`config.mk`:
```
export PLATFORM = sky130hd
export DESIGN_NAME = spi_hreq_port
export DESIGN_NICKNAME = d
export VERILOG_FILES = /design/src/rtl/spi_hreq_pkg.sv /design/src/rtl/spi_hreq_sync.sv /design/src/rtl/spi_hreq_sckgen.sv /design/src/rtl/spi_hreq_shifter.sv /design/src/rtl/spi_hreq_port.sv
export SDC_FILE = /design/constraint.sdc
export NUM_CORES = 1
export LEC_CHECK = 0
export BUFFER_PORTS_ARGS = -buffer_cell sky130_fd_sc_hd__buf_2
export CAP_MARGIN = 20
export CORE_ASPECT_RATIO = 1.25
export CORE_MARGIN = 10
export CORE_UTILIZATION = 30
export CTS_CLUSTER_SIZE = 20
export DETAILED_ROUTE_END_ITERATION = 10
export PLACE_DENSITY_LB_ADDON = 0.1
export SYNTH_ARGS = -nofsm -noshare
export SYNTH_HDL_FRONTEND = slang
export SYNTH_HIERARCHICAL = 1
export SYNTH_SLANG_ARGS = --single-unit
```
`constraint.sdc`:
```
create_clock -name clk_i -period 3.6 [get_ports clk_i]
set_input_delay 0.18 -clock clk_i [delete_from_list [all_inputs] [get_ports clk_i]]
set_output_delay 0.18 -clock clk_i [all_outputs]
set_load 0.05 [all_outputs]
```
`src/rtl/spi_hreq_pkg.sv`:
```
package spi_hreq_pkg;
  typedef struct packed {
    logic rise;
    logic fall;
  } sck_ev_t;
endpackage

```
`src/rtl/spi_hreq_sync.sv`:
```
module spi_hreq_sync #(
  parameter int unsigned           WIDTH   = 1,
  parameter int unsigned           STAGES  = 2,
  parameter logic [WIDTH-1:0]      RST_VAL = '0
) (
  input  logic             clk_i,
  input  logic             rst_ni,
  input  logic [WIDTH-1:0] d_i,
  output logic [WIDTH-1:0] q_o
);
  logic [WIDTH-1:0] stg_q [STAGES];

  always_ff @(posedge clk_i or negedge rst_ni) begin
    if (!rst_ni) begin
      for (int i = 0; i < STAGES; i++) stg_q[i] <= RST_VAL;
    end else begin
      stg_q[0] <= d_i;
      for (int i = 1; i < STAGES; i++) stg_q[i] <= stg_q[i-1];
    end
  end

  assign q_o = stg_q[STAGES-1];
endmodule

```
`src/rtl/spi_hreq_sckgen.sv`:
```
module spi_hreq_sckgen
  import spi_hreq_pkg::*;
#(
  parameter int unsigned DIV_W = 8
) (
  input  logic             clk_i,
  input  logic             rst_ni,
  input  logic             start_i,
  input  logic [DIV_W-1:0] div_i,
  input  logic             last_i,
  output logic             sck_o,
  output logic             run_o,
  output sck_ev_t          ev_o
);
  logic [DIV_W-1:0] cnt_q;
  logic sck_q, run_q, fin_q;
  logic tick;

  assign tick    = run_q && (cnt_q == div_i);
  assign ev_o.rise = tick && !sck_q;
  assign ev_o.fall = tick && sck_q;

  always_ff @(posedge clk_i or negedge rst_ni) begin
    if (!rst_ni) begin
      cnt_q <= '0;
      sck_q <= 1'b0;
      run_q <= 1'b0;
      fin_q <= 1'b0;
    end else if (start_i) begin
      cnt_q <= '0;
      sck_q <= 1'b0;
      run_q <= 1'b1;
      fin_q <= 1'b0;
    end else if (run_q) begin
      if (tick) begin
        cnt_q <= '0;
        sck_q <= !sck_q;
        if (!sck_q && last_i) fin_q <= 1'b1;
        // trailing falling edge returns SCK low and ends the word
        if (sck_q && fin_q) begin
          run_q <= 1'b0;
          fin_q <= 1'b0;
        end
      end else begin
        cnt_q <= cnt_q + 1'b1;
      end
    end
  end

  assign sck_o = sck_q;
  assign run_o = run_q;
endmodule

```
`src/rtl/spi_hreq_shifter.sv`:
```
module spi_hreq_shifter
  import spi_hreq_pkg::*;
#(
  parameter int unsigned DATA_W = 8
) (
  input  logic              clk_i,
  input  logic              rst_ni,
  input  logic              load_i,
  input  logic [DATA_W-1:0] load_data_i,
  input  logic              clear_i,
  input  sck_ev_t           ev_i,
  input  logic              in_bit_i,
  output logic              out_bit_o,
  output logic              last_o,
  output logic              active_o,
  output logic              done_o,
  output logic [DATA_W-1:0] rx_word_o
);
  localparam int unsigned CNT_W = $clog2(DATA_W);
  localparam logic [CNT_W-1:0] LAST_IDX = CNT_W'(DATA_W - 1);

  logic [DATA_W-1:0] shreg_q, rx_q;
  logic [CNT_W-1:0]  cnt_q;
  logic              rbit_q, active_q, done_q;

  assign last_o = (cnt_q == LAST_IDX);

  always_ff @(posedge clk_i or negedge rst_ni) begin
    if (!rst_ni) begin
      shreg_q  <= '0;
      rx_q     <= '0;
      cnt_q    <= '0;
      rbit_q   <= 1'b0;
      active_q <= 1'b0;
      done_q   <= 1'b0;
    end else begin
      done_q <= 1'b0;
      if (load_i) begin
        shreg_q  <= load_data_i;
        cnt_q    <= '0;
        active_q <= 1'b0;
      end else if (clear_i) begin
        cnt_q    <= '0;
        active_q <= 1'b0;
      end else if (ev_i.rise) begin
        rbit_q <= in_bit_i;
        if (last_o) begin
          rx_q     <= {shreg_q[DATA_W-2:0], in_bit_i};
          done_q   <= 1'b1;
          cnt_q    <= '0;
          active_q <= 1'b0;
        end else begin
          cnt_q    <= cnt_q + 1'b1;
          active_q <= 1'b1;
        end
      end else if (ev_i.fall && active_q) begin
        shreg_q <= {shreg_q[DATA_W-2:0], rbit_q};
      end
    end
  end

  assign out_bit_o = shreg_q[DATA_W-1];
  assign active_o  = active_q;
  assign done_o    = done_q;
  assign rx_word_o = rx_q;
endmodule

```
`src/rtl/spi_hreq_port.sv`:
```
module spi_hreq_port
  import spi_hreq_pkg::*;
#(
  parameter int unsigned DATA_W = 8,
  parameter int unsigned DIV_W  = 8
) (
  input  logic              clk_i,
  input  logic              rst_ni,
  input  logic              master_i,
  input  logic [1:0]        req_en_i,
  input  logic [DIV_W-1:0]  clk_div_i,
  input  logic [DATA_W-1:0] tx_data_i,
  input  logic              tx_wr_i,
  output logic [DATA_W-1:0] rx_data_o,
  output logic              rx_valid_o,
  input  logic              rx_read_i,
  output logic              rx_full_o,
  output logic              overrun_o,
  output logic              busy_o,
  output logic              bus_err_o,
  input  logic              bus_err_clr_i,
  input  logic              sck_i,
  output logic              sck_o,
  output logic              sck_oe_o,
  input  logic              ss_ni,
  input  logic              mosi_i,
  output logic              mosi_o,
  input  logic              miso_i,
  output logic              miso_o,
  output logic              miso_oe_o,
  input  logic              hreq_ni,
  output logic              hreq_no,
  output logic              hreq_oe_o
);
  logic              sck_s, ss_s, hreq_s, sck_d_q;
  logic              ss_act, s_rise, s_fall;
  sck_ev_t           m_ev, ev;
  logic              m_run, m_start, s_arm, load, clear;
  logic              sh_out, sh_last, sh_active, sh_done;
  logic [DATA_W-1:0] sh_rx;
  logic [DATA_W-1:0] tx_buf_q;
  logic              tx_pend_q, armed_q, seen_hi_q, bus_err_q;
  logic              rx_full_q, overrun_q, hreq_oe_q;
  logic              req_on, hreq_ok;

  spi_hreq_sync #(.WIDTH(3), .STAGES(2), .RST_VAL(3'b110)) u_sync (
    .clk_i  (clk_i),
    .rst_ni (rst_ni),
    .d_i    ({hreq_ni, ss_ni, sck_i}),
    .q_o    ({hreq_s, ss_s, sck_s})
  );

  assign ss_act = !ss_s;
  assign s_rise = sck_s && !sck_d_q;
  assign s_fall = !sck_s && sck_d_q;
  assign req_on = (req_en_i != 2'b00);
  assign hreq_ok = !req_on || (!hreq_s && seen_hi_q);

  assign m_start = master_i && !m_run && !bus_err_q && tx_pend_q && hreq_ok;

  always_comb begin
    if (master_i) begin
      ev = m_ev;
    end else begin
      ev.rise = s_rise && ss_act;
      ev.fall = s_fall && ss_act;
    end
  end

  // slave arms only while idle; a concurrent edge wins
  assign s_arm = !master_i && !armed_q && !sh_active && tx_pend_q && !ev.rise;
  assign load  = m_start || s_arm;
  assign clear = !master_i && !ss_act;

  spi_hreq_sckgen #(.DIV_W(DIV_W)) u_sckgen (
    .clk_i   (clk_i),
    .rst_ni  (rst_ni),
    .start_i (m_start),
    .div_i   (clk_div_i),
    .last_i  (sh_last),
    .sck_o   (sck_o),
    .run_o   (m_run),
    .ev_o    (m_ev)
  );

  spi_hreq_shifter #(.DATA_W(DATA_W)) u_shifter (
    .clk_i       (clk_i),
    .rst_ni      (rst_ni),
    .load_i      (load),
    .load_data_i (tx_buf_q),
    .clear_i     (clear),
    .ev_i        (ev),
    .in_bit_i    (master_i ? miso_i : mosi_i),
    .out_bit_o   (sh_out),
    .last_o      (sh_last),
    .active_o    (sh_active),
    .done_o      (sh_done),
    .rx_word_o   (sh_rx)
  );

  always_ff @(posedge clk_i or negedge rst_ni) begin
    if (!rst_ni) begin
      sck_d_q   <= 1'b0;
      tx_buf_q  <= '0;
      tx_pend_q <= 1'b0;
      armed_q   <= 1'b0;
      seen_hi_q <= 1'b1;
      bus_err_q <= 1'b0;
      rx_full_q <= 1'b0;
      overrun_q <= 1'b0;
      hreq_oe_q <= 1'b0;
    end else begin
      sck_d_q   <= sck_s;
      hreq_oe_q <= !master_i && req_on;

      if (tx_wr_i) begin
        tx_buf_q  <= tx_data_i;
        tx_pend_q <= 1'b1;
      end else if (load) begin
        tx_pend_q <= 1'b0;
      end

      if (master_i)      armed_q <= 1'b0;
      else if (s_arm)    armed_q <= 1'b1;
      else if (ev.rise)  armed_q <= 1'b0;

      if (m_start)       seen_hi_q <= 1'b0;
      else if (hreq_s)   seen_hi_q <= 1'b1;

      if (master_i && ss_act) bus_err_q <= 1'b1;
      else if (bus_err_clr_i) bus_err_q <= 1'b0;

      if (sh_done)        rx_full_q <= 1'b1;
      else if (rx_read_i) rx_full_q <= 1'b0;

      if (sh_done && rx_full_q && !rx_read_i) overrun_q <= 1'b1;
      else if (rx_read_i)                     overrun_q <= 1'b0;
    end
  end

  assign rx_data_o  = sh_rx;
  assign rx_valid_o = sh_done;
  assign rx_full_o  = rx_full_q;
  assign overrun_o  = overrun_q;
  assign busy_o     = master_i ? m_run : sh_active;
  assign bus_err_o  = bus_err_q;
  assign sck_oe_o   = master_i;
  assign mosi_o     = sh_out;
  assign miso_o     = sh_out;
  assign miso_oe_o  = !master_i && ss_act;
  assign hreq_no    = !armed_q;
  assign hreq_oe_o  = hreq_oe_q;
endmodule

```
## After elaboration in Yosys (flattened, before gate mapping)

Index checks and enable logic that the tools add are counted.

- Bits in registers: 55
- Latch bits: 0
- RAM bits: 0
- Bits in read-only memories: 0
- Bits of input ports: 29
- Output and inout port bits: 20
- Logic and storage cells: 132
- Memories: 0

- $add $sub $neg: 2
- Multipliers: 0
- Divide/modulo/power cells: 0
- $lt $le $gt $ge: 0
- Equality and inequality tests: 4
- Shift-type cells: 0
- Multiplexer cells: 46
- Bitwise gates (word level): 2
- Reductions and logical operators: 57

Operator list:

| operator | count |
|---|---|
| $mux W8 | 7 |
| $mux W1 | 34 |
| $logic_and A1 B1 Y1 | 25 |
| $reduce_bool A2 Y1 | 9 |
| $logic_not A1 Y1 | 13 |
| $mux W3 | 4 |
| $reduce_and A3 Y1 | 3 |
| $reduce_bool A3 Y1 | 3 |
| $add A8 B1 Y8 const B | 1 |
| $eq A8 B8 Y1 | 1 |
| $reduce_and A4 Y1 | 1 |
| $add A3 B1 Y3 const B | 1 |
| $eq A3 B3 Y1 const B | 1 |
| $logic_or A1 B1 Y1 | 2 |
| $mux W2 | 1 |
| $ne A2 B1 Y1 const B | 1 |
| $ne A2 B2 Y1 const B | 1 |
| $not A1 Y1 | 2 |
| $reduce_and A2 Y1 | 1 |

## Longest topological paths before layout

Gate-level depths: netlist (run 1).

- Depth in word-level cells: 9
- Depth in mapped cells: 11
- Gate-level depth less buffers: 8

## Cells and area by module

Netlist (run 1), hierarchy kept.

By module, submodules not included:

| module | times used | cells each | area an instance (um^2) | sequential area each (um^2) |
|---|---|---|---|---|
| spi_hreq_shifter | 1 | 76 | 973.4 | 550.5 |
| spi_hreq_port | 1 | 57 | 715.7 | 401.6 |
| spi_hreq_sckgen | 1 | 66 | 650.6 | 275.3 |
| spi_hreq_sync | 1 | 9 | 177.7 | 155.1 |

## Least setup slack after synthesis (run 1)

No wires, ideal clock.

- Kind: register -> register
- Start: register u_sckgen.cnt_q[0]
- End: register u_shifter.shreg_q[7]
- Data arrival time: 2.240 ns
- Required time: 3.468 ns
- Slack: 1.227 ns
- Stages on the path, launching flop included: 12
- Path buffers: 3
- Clock period less this slack: 2.373 ns
- Path through: dfrtp_1 xnor2_1 and2_1 and3_4 buf_6 and2b_1 mux2_2 buf_6 nor4bb_2 buf_6 mux2i_1 o21ai_1

RTL lines:

| element | RTL line | text |
|---|---|---|
| start: declaration | spi_hreq_sckgen.sv:15 | `logic [DIV_W-1:0] cnt_q;` |
| start signal: assignment | spi_hreq_sckgen.sv:45 | `cnt_q <= cnt_q + 1'b1;` |
| end signal: assignment | spi_hreq_shifter.sv:39 | `shreg_q <= load_data_i;` |
| end signal: assignment | spi_hreq_shifter.sv:57 | `shreg_q <= {shreg_q[DATA_W-2:0], rbit_q};` |
| end: declaration | spi_hreq_shifter.sv:22 | `logic [DATA_W-1:0] shreg_q, rx_q;` |

==> impl_metrics.env, run 1 <==
export IMPL_outcome="complete, no violations"
export IMPL_area_growth_pct=16.4
export IMPL_via_per_inst=4.68
export IMPL_final_antenna_net_count=0
export IMPL_arrival_ns=2.85
export IMPL_wl_per_cell_um=15.4
export IMPL_synth_top_cell_area_share_pct=49.7
export IMPL_cts_num_sinks=55
export IMPL_synth_area_sq_mm=0.00252
export IMPL_critPathCaptureType="flop"
export IMPL_port_buffers=48
export IMPL_crit_type="flop to flop"
export IMPL_worstHoldPathType="primary input to flop"
export IMPL_finalCritPeriodShare_pct=73.7
export IMPL_antenna_found_initial=0
export IMPL_diodes=0
export IMPL_overflow=0
export IMPL_htreeDepth=2
export IMPL_numCtsBuffers=5
export IMPL_leakage_nw=1.37
export IMPL_core_sq_mm=0.00819
export IMPL_rows=37
export IMPL_tritoncts="yes"
export IMPL_fin_crit_ns=2.65
export IMPL_synth_edf_count=0
export IMPL_r2r_start="u_sckgen/cnt_q[2]"
export IMPL_crit_path_max_fanout=13
export IMPL_grt_start_max_net_pins=30
export IMPL_final_common_cell="dfrtp_1"
export IMPL_worst_pin_slew_ns=0.674
export IMPL_whs_endpoint="overrun_o"
export IMPL_finalSetupTns_ns=0
export IMPL_synth_flop_cell="dfrtp_1"
export IMPL_r2r_end="u_shifter/rx_word_o[3]"
export IMPL_root_buffer="clkbuf_8"
export IMPL_hold_viol=0
export IMPL_layout_common_cells="dfrtp_1 (50), buf_2 (48), mux2_2 (18)"
export IMPL_clk_pin_slew_ns=0.09
export IMPL_hp_start="rx_read_i"
export IMPL_required_ns=3.79
export IMPL_layout_drive_gt1_share_pct=34.0
export IMPL_layout_nets=287
export IMPL_relSlewSlack_pct=55.1
export IMPL_synth_distinct_cells=41
export IMPL_clockBufferDepth=2
export IMPL_grt_usage_pct=9.28
export IMPL_ctsResizeCount=0
export IMPL_power_mw=1.66
export IMPL_grt_setup_unrepaired="false"
export IMPL_io_pins=49
export IMPL_finalMaxSlewViolations=0
export IMPL_synth_largest_area_cell="dfrtp_1"
export IMPL_fmax_mhz=377
export IMPL_skew_ns=0.00692
export IMPL_ys_warn_count=6
export IMPL_remaining_drc_errors=0
export IMPL_ys_seq_elements=55
export IMPL_setup_viol=0
export IMPL_die_y_um=122
export IMPL_synth_area_leaders="dfrtp_1 (50%), mux2_2 (8.1%), dfstp_2 (5.2%), mux2i_1 (4.8%), xor2_1 (3.5%)"
export IMPL_p_per_area_mw_per_mm2=568
export IMPL_drv_cap=0
export IMPL_first_pass_iters=4
export IMPL_wl_um=5430
export IMPL_initial_utilization_pct=30.7
export IMPL_hold_slack_ns=0.0322
export IMPL_synthCells=208
export IMPL_syn_nets=240
export IMPL_hpwl_um=4110
export IMPL_die_w_um=102
export IMPL_rr_worst_depth=7
export IMPL_r2r_slack_ns=0.95
export IMPL_grt_pass1_vias=1813
export IMPL_vdd_drop_max_mv=0.274
export IMPL_drt_iter0_drc=24
export IMPL_ys_seq_area_share_pct=54.9
export IMPL_synthArstFlopShare_pct=100
export IMPL_critPathLaunchType="flop"
export IMPL_synth_avg_cell_area_sq_um=12.1
export IMPL_vias=1651
export IMPL_place_congestion=0.743
export IMPL_clk_latency_ns=0.30
export IMPL_grt_pass1_wl_um=9150
export IMPL_die_area_sq_mm=0.0125
export IMPL_whs_path_depth=2
sequential cells by signal, indices dropped and copies added, names as in the netlist:
name,count
u_sync/stg_q,3
armed_q,1
overrun_o,1
u_sckgen/sck_o,1
hreq_oe_o,1
bus_err_o,1
u_shifter/shreg_q,8
u_shifter/rx_word_o,8
u_sckgen/run_o,1
u_sckgen/fin_q,1
rx_full_o,1
u_shifter/done_o,1
tx_buf_q,8
u_shifter/rbit_q,1
u_sync/q_o,3
tx_pend_q,1
seen_hi_q,1
u_shifter/active_o,1
sck_d_q,1
u_shifter/cnt_q,3
u_sckgen/cnt_q,8
cells in the mapped netlist, types with 2 or more instances:
master,count
dfrtp_1,50
mux2_2,18
nand2_1,15
mux2i_1,12
nor2_1,12
nor3_1,12
xor2_1,10
inv_1,9
o21ai_1,8
buf_4,6
buf_6,5
dfstp_2,5
xnor2_1,4
clkbuf_1,3
ha_1,3
nor2b_1,3
o2111ai_1,3
a211oi_1,2
a41oi_1,2
and2_1,2
mux2_4,2
nand3_1,2
o211ai_1,2
routing by layer:
metal | up-vias | GRT usage, % | share of wire (%)
met5 | - | 0 | 0
met4 | 0 | 3.45 | 1.3
met3 | 5 | 3.15 | 6.0
met2 | 37 | 15.9 | 48
met1 | 803 | 10.5 | 44
li1 | 806 | - | -
final cells by class:
cell class	count	area (sq um)
Clock buffer	7	76.3
Clock inverter	1	30.0
Fill cell	864	5260
Inverter	9	33.8
Multi-Input combinational cell	129	983
Sequential cell	55	1380
Tap cell	97	121
Timing Repair Buffer	55	303
worst max-delay path: stages (launching register included):
cell and delay [ns]:
dfrtp_1 0.44, xor2_1 0.19, nor4_2 0.31, and3_4 0.33
and2b_1 0.14, mux2_2 0.26, and3_1 0.49, mux2_2 0.39
power breakdown:
group / switching (mW) / internal, mW / leakage, nW
sequential: 0.121 / 0.731 / 0.688
combinational: 0.245 / 0.168 / 0.630
clock: 0.192 / 0.208 / 0.0524
total: 0.557 / 1.11 / 1.37
stage by stage:
step	cells	util, %	setup slack, ns	instance area [sq um]
CTS	353	35.8	0.904	2930
floorplan	208	-	1.23	2520
finish	353	35.8	0.947	2930
global route	353	35.8	0.784	2930
detailed placement	341	34.0	0.921	2780
global placement	341	34.0	0.985	2780
worst max path at each step:
stage / startpoint / to / slack [ns] / cells after the start
floorplan: u_sckgen/cnt_q[0] / u_shifter/shreg_q[7] / 1.23 / 11
global placement: u_sckgen/cnt_q[2] / u_shifter/rx_word_o[2] / 0.98 / 7
detailed placement: u_sckgen/cnt_q[2] / u_shifter/rx_word_o[3] / 0.92 / 7
CTS: u_sckgen/cnt_q[2] / u_shifter/rx_word_o[3] / 0.90 / 7
global route: u_sckgen/cnt_q[2] / u_shifter/rx_word_o[3] / 0.78 / 7
finish: u_sckgen/cnt_q[2] / u_shifter/rx_word_o[3] / 0.95 / 7
logic make-up after synthesis:
logic type / after synthesis / synth area share, %
compound gates: 25 / 6.86
simple gates: 54 / 11.4
xor+xnor: 14 / 4.87
fa+ha+maj: 3 / 1.49
mux: 33 / 14.5
buf+inv: 24 / 6.01
flops: 55 / 54.9
timing repair:
item | CTS | global route
setup buffers | 0 | 0
hold buffers | 4 | 0
hold endpoints to repair | 26 | 0
Power figures use the tool's default switching activity.
==> run 2: changes to the inputs <==
==> constraint.sdc (replaced) <==
create_clock -name clk_i -period 2.4 [get_ports clk_i]
set_input_delay 0.12 -clock clk_i [delete_from_list [all_inputs] [get_ports clk_i]]
set_output_delay 0.12 -clock clk_i [all_outputs]
set_load 0.05 [all_outputs]
==> impl_metrics.env, run 2 (synthesis gave the netlist of run 1 again) <==
export IMPL_outcome="complete, no violations"
export IMPL_final_common_cell="dfrtp_1"
export IMPL_critPathCaptureType="flop"
export IMPL_drv_cap=0
export IMPL_p_per_area_mw_per_mm2=844
export IMPL_layout_common_cells="dfrtp_1 (49), buf_2 (48), mux2_2 (18)"
export IMPL_die_area_sq_mm=0.0125
export IMPL_power_mw=2.56
export IMPL_setup_slack_ns=0.140
export IMPL_grt_setup_unrepaired="false"
export IMPL_crit_type="flop to flop"
export IMPL_diodes=0
export IMPL_numCtsBuffers=5
export IMPL_slowest_stage="dfrtp_1"
export IMPL_r2r_start="u_sckgen/cnt_q[3]"
export IMPL_worst_pin_slew_ns=0.627
export IMPL_place_ws_ns=0.125
export IMPL_vias=1698
export IMPL_fmax_mhz=443
export IMPL_rr_worst_depth=9
export IMPL_r2r_end="u_shifter/shreg_q[1]"
export IMPL_wl_per_cell_um=15.4
export IMPL_remaining_drc_errors=0
export IMPL_io_pins=49
export IMPL_core_sq_mm=0.00819
export IMPL_cts_setup_buffers=0
export IMPL_place_congestion=0.780
export IMPL_antenna_found_initial=0
export IMPL_rows=37
export IMPL_drt_iter0_drc=52
export IMPL_via_per_inst=4.68
export IMPL_tritoncts="yes"
export IMPL_finalSetupTns_ns=0
export IMPL_grt_start_max_net_pins=27
export IMPL_grt_usage_pct=9.76
export IMPL_layout_drive_gt1_share_pct=36.8
export IMPL_root_buffer="clkbuf_8"
export IMPL_clk_latency_ns=0.31
export IMPL_vdd_drop_max_mv=0.515
export IMPL_fin_area_sq_mm=0.00303
export IMPL_critPathMaxStageDelay_ns=0.44
export IMPL_htreeDepth=2
export IMPL_final_util_pct=37.0
export IMPL_finalCritPeriodShare_pct=94.2
export IMPL_grt_pass1_vias=1882
export IMPL_relSlewSlack_pct=58.2
export IMPL_skew_ns=0.0101
export IMPL_critPathLaunchType="flop"
export IMPL_cp_endpoint="u_shifter/shreg_q[1]"
export IMPL_finalMaxSlewViolations=0
export IMPL_grt_pass1_wl_um=9600
export IMPL_hold_viol=0
export IMPL_required_ns=2.59
export IMPL_clockBufferDepth=2
export IMPL_cts_num_sinks=55
export IMPL_setup_viol=0
export IMPL_worstHoldPathType="primary input to flop"
export IMPL_die_y_um=122
export IMPL_path_cells="xor2_1 > nor4_2 > and3_4 > and2b_1 > mux2_2 > nor4bb_2 > buf_4 > mux2i_1 > o21ai_1"
export IMPL_wl_um=5590
export IMPL_place_area_sq_mm=0.00286
export IMPL_arrival_ns=2.45
export IMPL_first_pass_iters=4
export IMPL_initial_utilization_pct=30.7
export IMPL_leakage_nw=1.42
export IMPL_port_buffers=48
export IMPL_final_antenna_net_count=0
export IMPL_hpwl_um=4220
export IMPL_cp_startpoint="u_sckgen/cnt_q[3]"
export IMPL_r2r_slack_ns=0.14
export IMPL_crit_path_max_fanout=8
export IMPL_area_growth_pct=20.4
export IMPL_layout_nets=298
export IMPL_fin_crit_ns=2.26
export IMPL_die_w_um=102
export IMPL_overflow=0
export IMPL_clk_pin_slew_ns=0.10
==> run 2: cell count changes in the layout (fill, tap and decap cells not counted), sizes merged <==
cell         change
buf              +9
clkbuf           -2
dlygate4sd3      +2
clkinvlp         +1
==> run 2: worst min path at each step <==
stage                  from                endpoint  slack (ns)  cells past startpoint
2_1_floorplan        rst_ni                 armed_q       -0.18                      0
3_3_place_gp         rst_ni  u_shifter/rx_word_o[6]        0.19                      1
3_5_place_dp         rst_ni               hreq_oe_o        0.19                      1
4_1_cts        tx_data_i[3]             tx_buf_q[3]        0.02                      2
5_1_grt        tx_data_i[2]             tx_buf_q[2]        0.02                      2
6_report       tx_data_i[6]             tx_buf_q[6]        0.04                      2
==> run 2: critical path: cells and delay by family (launching register included) <==
| family | cells | cell delay (ns) |
|---|---|---|
| buffers and inverters | 1 | 0.23 |
| muxes | 2 | 0.51 |
| and+or+nand+nor | 4 | 0.66 |
| DFF | 1 | 0.44 |
| xor gates and xnor gates | 1 | 0.23 |
| AOI/OAI and AO/OA | 1 | 0.08 |
==> run 2: metrics by stage <==
| step | hold slack [ns] | cells |
|---|---|---|
| CTS | 0.0246 | 363 |
| global placement | 0.192 | 350 |
| detailed placement | 0.186 | 350 |
| finish | 0.0372 | 363 |
| floorplan | -0.176 | 208 |
| global route | 0.0168 | 363 |
==> run 2: layout make-up <==
type | instances | area (sq um)
repair buffers | 66 | 403
fillers | 839 | 5160
flip-flops and latches | 55 | 1380
clock buffers | 5 | 68.8
clock inverters | 2 | 37.5
inverters | 9 | 33.8
well taps | 97 | 121
multi-input cells | 129 | 983
==> run 2: power breakdown <==
group / total, mW / leakage, nW / switching [mW] / internal (mW)
logic: 0.706 / 0.687 / 0.410 / 0.296
clock network: 0.610 / 0.0502 / 0.305 / 0.306
registers: 1.24 / 0.687 / 0.146 / 1.10
total: 2.56 / 1.42 / 0.860 / 1.70
==> run 2: repair_timing <==
action                                  CTS  global route
gates resized for setup                   0             1
endpoints found under the setup margin    0             2
hold buffers                              6             0
hold endpoints to repair                 29             0
==> run 2: metal layers <==
layer | up-vias | global-route usage, % | share of wire (%)
met2 | 47 | 15.9 | 48
met1 | 821 | 11.7 | 43
met5 | - | 0 | 0
li1 | 825 | - | -
met3 | 5 | 3.43 | 7.5
met4 | 0 | 3.45 | 1.4
